## src/rtl/dma_hs_pkg.sv

```systemverilog
package dma_hs_pkg;
  localparam int unsigned IDX_W = 4;
  localparam int unsigned BL_W  = 5;
  localparam int unsigned CS_W  = 3;

  typedef enum logic [1:0] {
    A_CFG  = 2'd0,
    A_CNT  = 2'd1,
    A_STAT = 2'd2,
    A_RSVD = 2'd3
  } reg_addr_e;

  // field order fixes the config word layout, bit 9 down to bit 0
  typedef struct packed {
    logic             mode_off;
    logic             ack_lvl;
    logic             req_lvl;
    logic             en;
    logic [1:0]       burst_sel;
    logic [IDX_W-1:0] ep_idx;
  } cfg_t;

  localparam int unsigned CFG_W = $bits(cfg_t);
  localparam cfg_t CFG_RST = '{mode_off: 1'b0, ack_lvl: 1'b1, req_lvl: 1'b1,
                               en: 1'b0, burst_sel: 2'd0, ep_idx: '0};

  function automatic logic [BL_W-1:0] burst_len(input logic [1:0] sel);
    case (sel)
      2'd0:    return BL_W'(1);
      2'd1:    return BL_W'(4);
      2'd2:    return BL_W'(8);
      default: return BL_W'(16);
    endcase
  endfunction
endpackage

```

## src/rtl/dma_hs_regs.sv

```systemverilog
module dma_hs_regs
  import dma_hs_pkg::*;
#(
  parameter int unsigned REG_W = 16,
  parameter int unsigned CNT_W = 16
) (
  input  logic             clk_i,
  input  logic             rst_ni,
  input  logic             we_i,
  input  logic [1:0]       addr_i,
  input  logic [REG_W-1:0] wdata_i,
  input  logic             en_clr_i,
  input  logic [CS_W-1:0]  set_i,
  input  logic [CNT_W-1:0] cnt_i,
  output cfg_t             cfg_o,
  output logic             cnt_load_o,
  output logic [REG_W-1:0] rdata_o
);
  cfg_t            cfg_q;
  logic [CS_W-1:0] stat_q;
  logic [CS_W-1:0] clr;

  assign clr        = (we_i && addr_i == A_STAT) ? wdata_i[CS_W-1:0] : '0;
  assign cnt_load_o = we_i && addr_i == A_CNT;

  always_ff @(posedge clk_i or negedge rst_ni) begin
    if (!rst_ni) begin
      cfg_q  <= CFG_RST;
      stat_q <= '0;
    end else begin
      if (we_i && addr_i == A_CFG) cfg_q <= cfg_t'(wdata_i[CFG_W-1:0]);
      if (en_clr_i) cfg_q.en <= 1'b0;      // termination beats a write
      stat_q <= (stat_q & ~clr) | set_i;   // set beats write-1-clear
    end
  end

  always_comb begin
    case (addr_i)
      A_CFG:   rdata_o = REG_W'(cfg_q);
      A_CNT:   rdata_o = REG_W'(cnt_i);
      A_STAT:  rdata_o = REG_W'(stat_q);
      default: rdata_o = '0;
    endcase
  end

  assign cfg_o = cfg_q;

  assert_status_set_R10: assert property (@(posedge clk_i) disable iff (!rst_ni)
    (|set_i) |=> ((stat_q & $past(set_i)) == $past(set_i)));

  assert_en_cleared_R6: assert property (@(posedge clk_i) disable iff (!rst_ni)
    en_clr_i |=> !cfg_q.en);
endmodule

```

## src/rtl/dma_hs_engine.sv

```systemverilog
module dma_hs_engine
  import dma_hs_pkg::*;
#(
  parameter int unsigned CNT_W = 16
) (
  input  logic             clk_i,
  input  logic             rst_ni,
  input  logic             en_i,
  input  logic             mode_off_i,
  input  logic [1:0]       burst_sel_i,
  input  logic             ep_valid_i,
  input  logic             ep_ready_i,
  input  logic             ack_i,
  input  logic             short_i,
  input  logic             empty_i,
  input  logic             cnt_load_i,
  input  logic [CNT_W-1:0] cnt_wdata_i,
  output logic             req_o,
  output logic             xfer_o,
  output logic [CNT_W-1:0] cnt_o,
  output logic             eot_o,
  output logic [CS_W-1:0]  cause_o,
  output logic             en_clr_o
);
  logic             req_q, eot_q;
  logic [BL_W-1:0]  burst_q;
  logic [CNT_W-1:0] cnt_q;
  logic             cnt_nz, xfer, burst_end, term, start;
  logic             term_cnt, term_short, term_empty;

  assign cnt_nz     = cnt_q != '0;
  assign xfer       = req_q && ack_i && cnt_nz;
  assign burst_end  = xfer && burst_q == BL_W'(1);
  assign term_cnt   = xfer && cnt_q == CNT_W'(1) && !cnt_load_i;
  assign term_short = en_i && short_i;
  assign term_empty = en_i && empty_i;
  assign cause_o    = {term_empty, term_short, term_cnt};
  assign term       = |cause_o;
  assign start      = !req_q && en_i && !mode_off_i && ep_valid_i && ep_ready_i
                      && cnt_nz && !term;

  always_ff @(posedge clk_i or negedge rst_ni) begin
    if (!rst_ni) begin
      req_q   <= 1'b0;
      burst_q <= '0;
      cnt_q   <= '0;
      eot_q   <= 1'b0;
    end else begin
      req_q <= start || (req_q && en_i && !burst_end && !term);
      if (start)     burst_q <= burst_len(burst_sel_i);
      else if (xfer) burst_q <= burst_q - BL_W'(1);
      if (cnt_load_i) cnt_q <= cnt_wdata_i;
      else if (xfer)  cnt_q <= cnt_q - CNT_W'(1);
      eot_q <= term;
    end
  end

  assign req_o    = req_q;
  assign xfer_o   = xfer;
  assign cnt_o    = cnt_q;
  assign eot_o    = eot_q;
  assign en_clr_o = term;

  assert_req_valid_ep_R2: assert property (@(posedge clk_i) disable iff (!rst_ni)
    $rose(req_q) |-> $past(ep_valid_i));

  assert_burst_live_R5: assert property (@(posedge clk_i) disable iff (!rst_ni)
    req_q |-> burst_q != '0);

  assert_cnt_step_R6: assert property (@(posedge clk_i) disable iff (!rst_ni)
    (xfer && !cnt_load_i) |=> cnt_q == $past(cnt_q) - CNT_W'(1));

  assert_eot_pulse_R6: assert property (@(posedge clk_i) disable iff (!rst_ni)
    eot_q |=> !eot_q);

  assert_req_drop_eot_R7: assert property (@(posedge clk_i) disable iff (!rst_ni)
    eot_q |-> !req_q);
endmodule

```

## src/rtl/dma_hs_ctrl.sv

```systemverilog
module dma_hs_ctrl
  import dma_hs_pkg::*;
#(
  parameter int unsigned REG_W = 16,
  parameter int unsigned CNT_W = 16,
  localparam int unsigned EP_N = 1 << IDX_W
) (
  input  logic             clk_i,
  input  logic             rst_ni,
  input  logic             reg_we_i,
  input  logic [1:0]       reg_addr_i,
  input  logic [REG_W-1:0] reg_wdata_i,
  output logic [REG_W-1:0] reg_rdata_o,
  input  logic [IDX_W-1:0] cpu_ep_i,
  input  logic [EP_N-1:0]  ep_dir_i,
  input  logic [EP_N-1:0]  ep_data_avail_i,
  input  logic [EP_N-1:0]  ep_space_avail_i,
  input  logic             short_pkt_i,
  input  logic             empty_pkt_i,
  output logic             dreq_o,
  input  logic             dack_i,
  output logic             xfer_o,
  output logic [IDX_W-1:0] access_ep_o,
  output logic             dma_read_o,
  output logic             eot_o
);
  localparam logic [IDX_W-1:0] FIRST_EP_CODE = IDX_W'(2);

  cfg_t             cfg;
  logic             cnt_load, en_clr, req, ack_act, ep_dir, ep_valid, ep_ready;
  logic [CNT_W-1:0] cnt;
  logic [CS_W-1:0]  cause;

  dma_hs_regs #(.REG_W(REG_W), .CNT_W(CNT_W)) u_regs (
    .clk_i      (clk_i),
    .rst_ni     (rst_ni),
    .we_i       (reg_we_i),
    .addr_i     (reg_addr_i),
    .wdata_i    (reg_wdata_i),
    .en_clr_i   (en_clr),
    .set_i      (cause),
    .cnt_i      (cnt),
    .cfg_o      (cfg),
    .cnt_load_o (cnt_load),
    .rdata_o    (reg_rdata_o)
  );

  assign ack_act  = dack_i ~^ cfg.ack_lvl;
  assign ep_dir   = ep_dir_i[cfg.ep_idx];
  assign ep_valid = cfg.ep_idx >= FIRST_EP_CODE;
  assign ep_ready = ep_dir ? ep_space_avail_i[cfg.ep_idx] : ep_data_avail_i[cfg.ep_idx];

  dma_hs_engine #(.CNT_W(CNT_W)) u_engine (
    .clk_i       (clk_i),
    .rst_ni      (rst_ni),
    .en_i        (cfg.en),
    .mode_off_i  (cfg.mode_off),
    .burst_sel_i (cfg.burst_sel),
    .ep_valid_i  (ep_valid),
    .ep_ready_i  (ep_ready),
    .ack_i       (ack_act),
    .short_i     (short_pkt_i),
    .empty_i     (empty_pkt_i),
    .cnt_load_i  (cnt_load),
    .cnt_wdata_i (reg_wdata_i[CNT_W-1:0]),
    .req_o       (req),
    .xfer_o      (xfer_o),
    .cnt_o       (cnt),
    .eot_o       (eot_o),
    .cause_o     (cause),
    .en_clr_o    (en_clr)
  );

  assign dreq_o      = req ~^ cfg.req_lvl;
  assign dma_read_o  = ~ep_dir;
  assign access_ep_o = ack_act ? cfg.ep_idx : cpu_ep_i;

  assert_xfer_route_R4: assert property (@(posedge clk_i) disable iff (!rst_ni)
    xfer_o |-> access_ep_o == cfg.ep_idx);
endmodule

```

## config.mk

```make
export PLATFORM = sky130hd
export DESIGN_NAME = dma_hs_ctrl
export DESIGN_NICKNAME = d
export VERILOG_FILES = /design/src/rtl/dma_hs_pkg.sv /design/src/rtl/dma_hs_regs.sv /design/src/rtl/dma_hs_engine.sv /design/src/rtl/dma_hs_ctrl.sv
export SDC_FILE = /design/constraint.sdc
export NUM_CORES = 1
export LEC_CHECK = 0
export ABC_AREA = 1
export CAP_MARGIN = 30
export CORE_UTILIZATION = 35
export CTS_CLUSTER_DIAMETER = 120
export DETAILED_ROUTE_END_ITERATION = 10
export SLEW_MARGIN = 5
export SYNTH_ARGS = -nofsm -noshare
export SYNTH_HDL_FRONTEND = slang
export SYNTH_HIERARCHICAL = 1
export SYNTH_SLANG_ARGS = --single-unit
```

## constraint.sdc

```tcl
create_clock -name clk_i -period 2.6 [get_ports clk_i]
set_clock_uncertainty 0.1 [all_clocks]
set_input_delay 0.39 -clock clk_i [delete_from_list [all_inputs] [get_ports clk_i]]
set_output_delay 0.39 -clock clk_i [all_outputs]
set_load 0.03 [all_outputs]
```

==> flow_summary.json, run 1 <==
{
  "routed_via_density": 4.70,
  "cts.reportedPaths.clkPinSlew_ns": 0.07,
  "cell_with_the_most_instances_after_synthesis": "nand2_1",
  "chipHeight_um": 99.7,
  "final.period_utilization": 0.955,
  "cts.path.max_buffers": 2,
  "class_of_the_most_critical_hold_timing_path": "reg -> reg",
  "post_synth_main_area_contributors": "dfrtp_1, nand2_1, nand3_1",
  "post_synth_num_cell_types": 40,
  "clock_insertion_delay_worst_skew_ns": 0.29,
  "final_core_util": 0.480,
  "cts_root_buffer": "clkbuf_8",
  "synth.cell_area_um2": 3340,
  "synth_common_cells": "nand2_1, nand3_1, inv_1",
  "dr.pass1.iters": 4,
  "core_area_um2": 9240,
  "ys_dominant_reg_cell": "dfrtp_1",
  "totalNegativeSetupSlack_ns": 0,
  "route.vias.total": 3451,
  "drc_viols": 0,
  "setup.worst_path.start_class": "register",
  "criticalPathCategory": "reg -> out",
  "place.gp.congestion": 0.849,
  "antennaDiodeCount": 0,
  "dr.first_iter.drc_count": 139,
  "clock.fmax_ghz": 0.403,
  "power-per-cell-area_nw_per_um2": 610,
  "rows": 35,
  "power_report.internal_total_mw": 1.51,
  "first_global_vias": 3279,
  "power.switching_mw": 1.19,
  "power.share.switching": 0.441,
  "outcome": "finished, final reports clean",
  "ys_seq_elements": 36,
  "final_period_minus_worst_setup_slack_ns": 2.48,
  "worst-endpoint-required_ns": 2.11,
  "vdd_drop_max_mv": 0.262,
  "slew-limit-headroom": 0.668,
  "tightestPinTransition_ns": 0.498,
  "power.sequential.fraction": 0.339,
  "gr_util_all_layers": 0.196,
  "grt_pass1_wl_mm": 15.6,
  "synth_top_area_frac": 0.255,
  "synth.yosys.seq_area_share": 0.270,
  "final_max_slew_viol_count": 0,
  "hpwl_mm": 7.26,
  "number_of_enable_flip_flop_cells_after_synthesis": 0,
  "max_cap_violations": 0,
  "share_comb_of_total_power": 0.505,
  "dieWidth_um": 99.7,
  "floorplan.initialDensity": 0.362,
  "number_of_hold_buffers_added_after_cts": 0,
  "gr-total-overflow": 0,
  "synth.largest_area_cell": "dfrtp_1",
  "synth_nets": 590,
  "grt_max_degree": 37,
  "cts_max_level": 2,
  "floorplan.die_area_um2": 9940,
  "antenna_left": 0,
  "timing.critical_path.arrival_ns": 1.99,
  "n_fill_cell": 1002,
  "io_buffer_count": 99,
  "timing.critical_path.fanout_max": 17,
  "antenna_violations_before_repair": 0,
  "ys.warnings.count": 6,
  "hold_violations": 0,
  "postSynthAreaPerCell_um2": 6.55,
  "place_worst_setup_slack_ns": 0.127,
  "async_flop_share": 1.00,
  "numCtsBuffers": 5,
  "syn_inst": 510,
  "clkPwrFrac": 0.155,
  "leakage_component_of_the_power_nw": 2.24,
  "total_routed_length_mm": 9.55,
  "final_net_count": 685,
  "critical_path_end_type": "output pin",
  "grt_setup_unrepaired": "no",
  "top_level_ports": 100,
  "drive_above_1_share": 0.170,
  "numClockSinks": 36,
  "wire_per_inst_um": 13.0,
  "syn2layout_area_growth_pct": 32.6,
  "post-route-worst-setup-slack_ns": 0.116,
  "finalSetupViolCount": 0,
  "tritoncts": "done"
}
==> final cells by class <==
class / count / area (µm²) / area share
flip-flops and latches: 36 / 905 / 0.204
repair buffers: 110 / 1030 / 0.233
clock buffers: 8 / 90.1 / 0.0203
inverters: 73 / 282 / 0.0635
multi-input cells: 379 / 1960 / 0.443
well taps: 129 / 161 / 0.0364
==> final timing paths <==
kind                              startpoint                  end  slack (ns)  cells past startpoint
max reg2reg                  u_regs/cfg_o[0]  u_engine/burst_q[0]        0.33                     17
max in group asynchronous             rst_ni      u_regs/cfg_o[0]        1.60                      2
min                         u_regs/stat_q[0]     u_regs/stat_q[0]        0.38                      2
min reg2reg                 u_regs/stat_q[0]     u_regs/stat_q[0]        0.38                      2
max                        u_engine/cnt_o[0]               xfer_o        0.12                      8
min in group asynchronous             rst_ni    u_engine/cnt_o[6]        0.43                      2
==> through the flow <==
step | hold WS, ns | cells | cell area (µm²) | total power, mW
floorplan | -0.00559 | 510 | 3340 | 1.87
global placement | 0.359 | 727 | 4330 | 2.27
detailed placement | 0.360 | 727 | 4330 | 2.29
CTS | 0.378 | 735 | 4420 | 2.72
global route | 0.411 | 735 | 4430 | 2.94
finish | 0.379 | 735 | 4430 | 2.70
==> registers in the layout, indices dropped and copies added (netlist names) <==
name / flops
u_engine/cnt_o: 16
u_engine/burst_q: 5
u_engine/req_o: 1
u_regs/stat_q: 3
u_regs/cfg_o: 10
u_engine/eot_o: 1
==> timing repair <==
item / CTS / global route
setup buffers: 0 / 0
endpoints found under the setup margin: 0 / 5
resized for setup: 0 / 3
endpoints found under the hold margin: 0 / 0
==> power groups by stage <==
stage | Combinational (mW) | Sequential [mW] | Clock, mW
after floorplan | 0.992 | 0.880 | 0
after global placement | 1.35 | 0.922 | 0
after detailed placement | 1.36 | 0.926 | 0
after CTS | 1.37 | 0.916 | 0.433
after global routing | 1.53 | 0.949 | 0.455
final | 1.37 | 0.917 | 0.419
==> critical path, stage by stage (launching register included) <==
cell     delay, ns
dfrtp_1       0.43
inv_2         0.13
ha_1          0.24
nand3_2       0.15
nor2_4        0.24
nand2_4       0.09
nand2_8       0.14
inv_2         0.09
buf_4         0.18
==> kinds of logic after synthesis <==
group | Yosys count | synth area share
buffers and inverters | 95 | 0.145
AND/OR/NAND/NOR | 334 | 0.477
XOR/XNOR | 9 | 0.0236
adder cells (fa/ha/maj) | 4 | 0.0150
flip-flops | 36 | 0.270
AO/OA/AOI/OAI | 32 | 0.0696
==> placed cells by master, fill, tap and decap left out, types with 3 or more instances in the layout <==
cell,count
a21oi_1,5
buf_4,32
clkbuf_8,6
clkdlybuf4s50_1,77
dfrtp_1,33
ha_1,4
inv_1,64
inv_2,8
nand2_1,172
nand2_2,17
nand3_1,69
nand3_2,10
nand4_1,7
nor2_1,37
nor2_2,3
nor2_4,6
nor3_1,3
o211ai_2,7
o21ai_0,7
o21ai_1,7
xnor2_1,4
xor2_1,5
==> layer usage <==
layer	wire length, µm	GRT usage
met5	0	0
met3	667	0.0344
met4	77	0.0396
met1	4430	0.258
met2	4380	0.335
Power figures use the tool's default switching activity.
==> inputs of run 2 (changes only) <==
- DONT_BUFFER_PORTS: unset -> 1
==> flow_summary.json, run 2 (same netlist as run 1, synthesis figures left out) <==
{
  "outcome": "finished, final reports clean",
  "dp.cells": 629,
  "timing.critical_path.fanout_max": 17,
  "dr.pass1.iters": 4,
  "wire_per_inst_um": 13.9,
  "max_cap_violations": 0,
  "first_global_vias": 2950,
  "tightestPinTransition_ns": 0.717,
  "critPathSlowestCell": "dfrtp_1",
  "worst-endpoint-required_ns": 2.11,
  "crit_path_cell_trace": "inv_1 > ha_1 > nand3_2 > nor2_4 > nand2_4 > nand2_8 > inv_2",
  "power.sequential.fraction": 0.365,
  "drive_above_1_share": 0.163,
  "criticalPathCategory": "reg -> out",
  "final_period_minus_worst_setup_slack_ns": 2.43,
  "top_level_ports": 100,
  "most_common_cell_after_layout_fill_and_taps_aside": "nand2_1",
  "grt_setup_unrepaired": "no",
  "tritoncts": "done",
  "cts_root_buffer": "clkbuf_8",
  "power.switching_mw": 1.16,
  "fin_cells": 638,
  "n_fill_cell": 991,
  "grt_pass1_wl_mm": 14.7,
  "chipHeight_um": 99.7,
  "setup.worst_path.start_class": "register",
  "final_max_slew_viol_count": 0,
  "hpwl_mm": 6.90,
  "numCtsBuffers": 5,
  "routed_via_density": 4.93,
  "floorplan.die_area_um2": 9940,
  "critical-path-max-stage-delay_ns": 0.42,
  "share_comb_of_total_power": 0.456,
  "leakage_component_of_the_power_nw": 1.84,
  "clkPwrFrac": 0.178,
  "hold_violations": 0,
  "totalNegativeSetupSlack_ns": 0,
  "rows": 35,
  "antennaDiodeCount": 0,
  "power-per-cell-area_nw_per_um2": 718,
  "syn2layout_area_growth_pct": 5.54,
  "place.gp.congestion": 0.880,
  "final_net_count": 589,
  "post-route-worst-setup-slack_ns": 0.175,
  "dieWidth_um": 99.7,
  "vdd_drop_max_mv": 0.339,
  "largest_register_ffs": 16,
  "cp.buffers_inverters": 2,
  "antenna_violations_before_repair": 0,
  "power.share.switching": 0.457,
  "place_worst_setup_slack_ns": 0.193,
  "multiInputGateArea_um2": 1960,
  "finalSetupViolCount": 0,
  "numClockSinks": 36,
  "clock_insertion_delay_worst_skew_ns": 0.29,
  "io_buffer_count": 0,
  "cp_top_family": "simple AND/OR/NAND/NOR gates",
  "core_area_um2": 9240,
  "grt_max_degree": 37,
  "mostFrequentLayoutCells": "nand2_1, nand3_1, inv_1",
  "total_routed_length_mm": 8.85,
  "slew-limit-headroom": 0.518,
  "antenna_left": 0,
  "final.period_utilization": 0.933,
  "sequential_cell_area_um2": 905,
  "drc_viols": 0,
  "clock.fmax_ghz": 0.412,
  "power_report.internal_total_mw": 1.38,
  "timing.critical_path.arrival_ns": 1.94,
  "gr-total-overflow": 0,
  "dr.first_iter.drc_count": 154,
  "route.vias.total": 3146,
  "class_of_the_most_critical_hold_timing_path": "in -> reg",
  "floorplan.initialDensity": 0.362,
  "cts_max_level": 2,
  "gr_util_all_layers": 0.186,
  "critical_path_end_type": "output pin",
  "cts.path.max_buffers": 2,
  "cts.reportedPaths.clkPinSlew_ns": 0.08
}
[run 2: final cells by class]
cell class,instances,share of cell area
Multi-Input combinational cell,379,0.557
Sequential cell,36,0.256
Inverter,73,0.0798
Tap cell,129,0.0458
Timing Repair Buffer,14,0.0341
Clock buffer,7,0.0273
[run 2: final timing paths]
path | start | end | slack [ns] | depth (start not counted)
max | u_engine/cnt_o[0] | xfer_o | 0.17 | 7
max reg2reg | u_regs/cfg_o[0] | u_engine/burst_q[0] | 0.27 | 16
min reg2reg | u_regs/stat_q[0] | u_regs/stat_q[0] | 0.38 | 2
max in group asynchronous | rst_ni | u_regs/cfg_o[8] | 1.71 | 2
min in group asynchronous | rst_ni | u_engine/burst_q[1] | 0.44 | 2
min | reg_wdata_i[8] | u_regs/cfg_o[8] | 0.10 | 2
[run 2: power groups by stage]
stage               clock [mW]  sequential [mW]  combinational [mW]
floorplan                    0            0.880               0.992
global placement             0            0.930                1.12
detailed placement           0            0.936                1.14
CTS                      0.467            0.927                1.16
global route             0.488            0.957                1.31
finish                   0.452            0.926                1.16
[run 2: per-layer routing]
layer | vias up | global-route usage | wire, µm
li1 | 1595 | - | -
met1 | 1439 | 0.235 | 3820
met2 | 103 | 0.318 | 4190
met3 | 9 | 0.0422 | 722
met4 | 0 | 0.0464 | 120
met5 | - | 0 | 0
[run 2: what timing repair did]
action,4_1_cts,5_1_grt
endpoints found under the hold margin,36,0
gates resized for setup,0,2
endpoints found under the setup margin,0,5
hold buffers,2,0
buffers inserted,0,0
[run 2: stage by stage]
step	hold slack (ns)	util	power [mW]	cell area, µm²
after floorplan	-0.00559	-	1.87	3340
final	0.105	0.382	2.53	3530
after global placement	-0.00332	0.367	2.05	3390
after global routing	0.103	0.382	2.76	3530
after CTS	0.0978	0.381	2.55	3520
after detailed placement	-0.00370	0.367	2.08	3390
==> inputs of run 3 (changes only) <==
- HOLD_SLACK_MARGIN: unset -> 0.12
==> flow_summary.json, run 3 (same netlist as run 1, synthesis figures left out) <==
{
  "chipHeight_um": 99.7,
  "worst-endpoint-required_ns": 2.11,
  "reg2reg_depth": 16,
  "criticalPathCategory": "reg -> out",
  "hold_end": "u_engine/cnt_o[13]",
  "hpwl_mm": 6.90,
  "final_period_minus_worst_setup_slack_ns": 2.43,
  "mostFrequentLayoutCells": "nand2_1, nand3_1, inv_1",
  "fin_cells": 642,
  "post-route-cell-area_um2": 3570,
  "cts_max_level": 2,
  "drive_above_1_share": 0.162,
  "tightestPinTransition_ns": 0.717,
  "whs_path_depth": 2,
  "gr-total-overflow": 0,
  "timing.critical_path.fanout_max": 17,
  "grt_max_degree": 37,
  "class_of_the_most_critical_hold_timing_path": "in -> reg",
  "clock_insertion_delay_worst_skew_ns": 0.29,
  "top_level_ports": 100,
  "sequential_cell_area_um2": 905,
  "clock.fmax_ghz": 0.411,
  "dr.first_iter.drc_count": 150,
  "slew-limit-headroom": 0.518,
  "cts.path.max_buffers": 2,
  "largest_register_ffs": 16,
  "vdd_drop_max_mv": 0.339,
  "totalNegativeSetupSlack_ns": 0,
  "hold_violations": 0,
  "numClockSinks": 36,
  "antenna_violations_before_repair": 0,
  "cts.reportedPaths.clkPinSlew_ns": 0.08,
  "cts_root_buffer": "clkbuf_8",
  "timing.critical_path.arrival_ns": 1.94,
  "floorplan.die_area_um2": 9940,
  "final_net_count": 593,
  "floorplan.initialDensity": 0.362,
  "io_buffer_count": 0,
  "first_global_vias": 2978,
  "core_area_um2": 9240,
  "syn2layout_area_growth_pct": 6.74,
  "grt_setup_unrepaired": "no",
  "rows": 35,
  "route.vias.total": 3178,
  "place.gp.congestion": 0.880,
  "antenna_left": 0,
  "grt_pass1_wl_mm": 14.7,
  "drc_viols": 0,
  "max_cap_violations": 0,
  "placed_standard_cell_area_um2": 3390,
  "final.period_utilization": 0.936,
  "worstReg2RegStart": "u_regs/cfg_o[0]",
  "multiInputGateArea_um2": 1960,
  "n_fill_cell": 988,
  "tritoncts": "done",
  "critical_path_end_type": "output pin",
  "total_routed_length_mm": 8.93,
  "post-route-worst-setup-slack_ns": 0.167,
  "numCtsBuffers": 5,
  "hold_start": "reg_wdata_i[13]",
  "final_max_slew_viol_count": 0,
  "leakage_component_of_the_power_nw": 1.86,
  "setup.worst_path.start_class": "register",
  "wire_per_inst_um": 13.9,
  "place_worst_setup_slack_ns": 0.193,
  "dp.cells": 629,
  "dr.pass1.iters": 4,
  "routed_via_density": 4.95,
  "gr_util_all_layers": 0.186,
  "power-per-cell-area_nw_per_um2": 711,
  "most_common_cell_after_layout_fill_and_taps_aside": "nand2_1",
  "hold_slack_ns": 0.127,
  "dieWidth_um": 99.7,
  "ff2ff_setup_slack_ns": 0.27,
  "antennaDiodeCount": 0,
  "outcome": "finished, final reports clean",
  "r2r-end": "u_engine/burst_q[0]",
  "finalSetupViolCount": 0
}
[run 3: cell count changes in the layout (fill, tap and decap cells not counted)]
cell           before  now
dlygate4sd3_1       1    5
[run 3: timing repair]
item                       CTS  global route
buffers inserted             0             0
hold endpoints to repair    38             0
setup endpoints to repair    0             5
resized for setup            0             2
hold buffers                 6             0
[run 3: how the worst max path moves through the flow]
stage,from,endpoint,depth (start not counted)
floorplan,u_regs/cfg_o[0],u_engine/burst_q[0],18
global placement,u_regs/cfg_o[0],u_engine/burst_q[0],16
detailed placement,u_regs/cfg_o[0],u_engine/burst_q[0],16
CTS,u_regs/cfg_o[0],u_engine/burst_q[0],16
global route,u_regs/cfg_o[0],u_engine/burst_q[4],17
finish,u_engine/cnt_o[0],xfer_o,7
[run 3: layer usage]
layer,global-route usage,vias to the layer above,routed length (µm),part of all wire
li1,-,1602,-,-
met1,0.233,1457,3870,0.43
met2,0.320,108,4210,0.47
met3,0.0422,11,711,0.080
met4,0.0498,0,136,0.015
met5,0,-,0,0
[run 3: final cells by class]
cell class / instances / area share
multi-input combinational: 379 / 0.550
sequential: 36 / 0.254
inverter: 73 / 0.0789
tap: 129 / 0.0452
timing repair buffer: 18 / 0.0449
clock buffer: 7 / 0.0270
[run 3: power breakdown]
part	internal (mW)	switching [mW]	total, mW
Sequential	0.719	0.207	0.926
Combinational	0.423	0.737	1.16
Clock	0.236	0.214	0.450
Total	1.38	1.16	2.54
[run 3: per-stage QoR]
step	power, mW	utilization
6_report	2.54	0.386
5_1_grt	2.76	0.386
4_1_cts	2.56	0.385
3_5_place_dp	2.08	0.367
3_3_place_gp	2.05	0.367
2_1_floorplan	1.87	-
[run 3: worst max-delay path, cell delays in order (launching register included)]
cell	delay, ns
dfrtp_1	0.42
inv_1	0.19
ha_1	0.26
nand3_2	0.14
nor2_4	0.25
nand2_4	0.10
nand2_8	0.15
inv_2	0.15
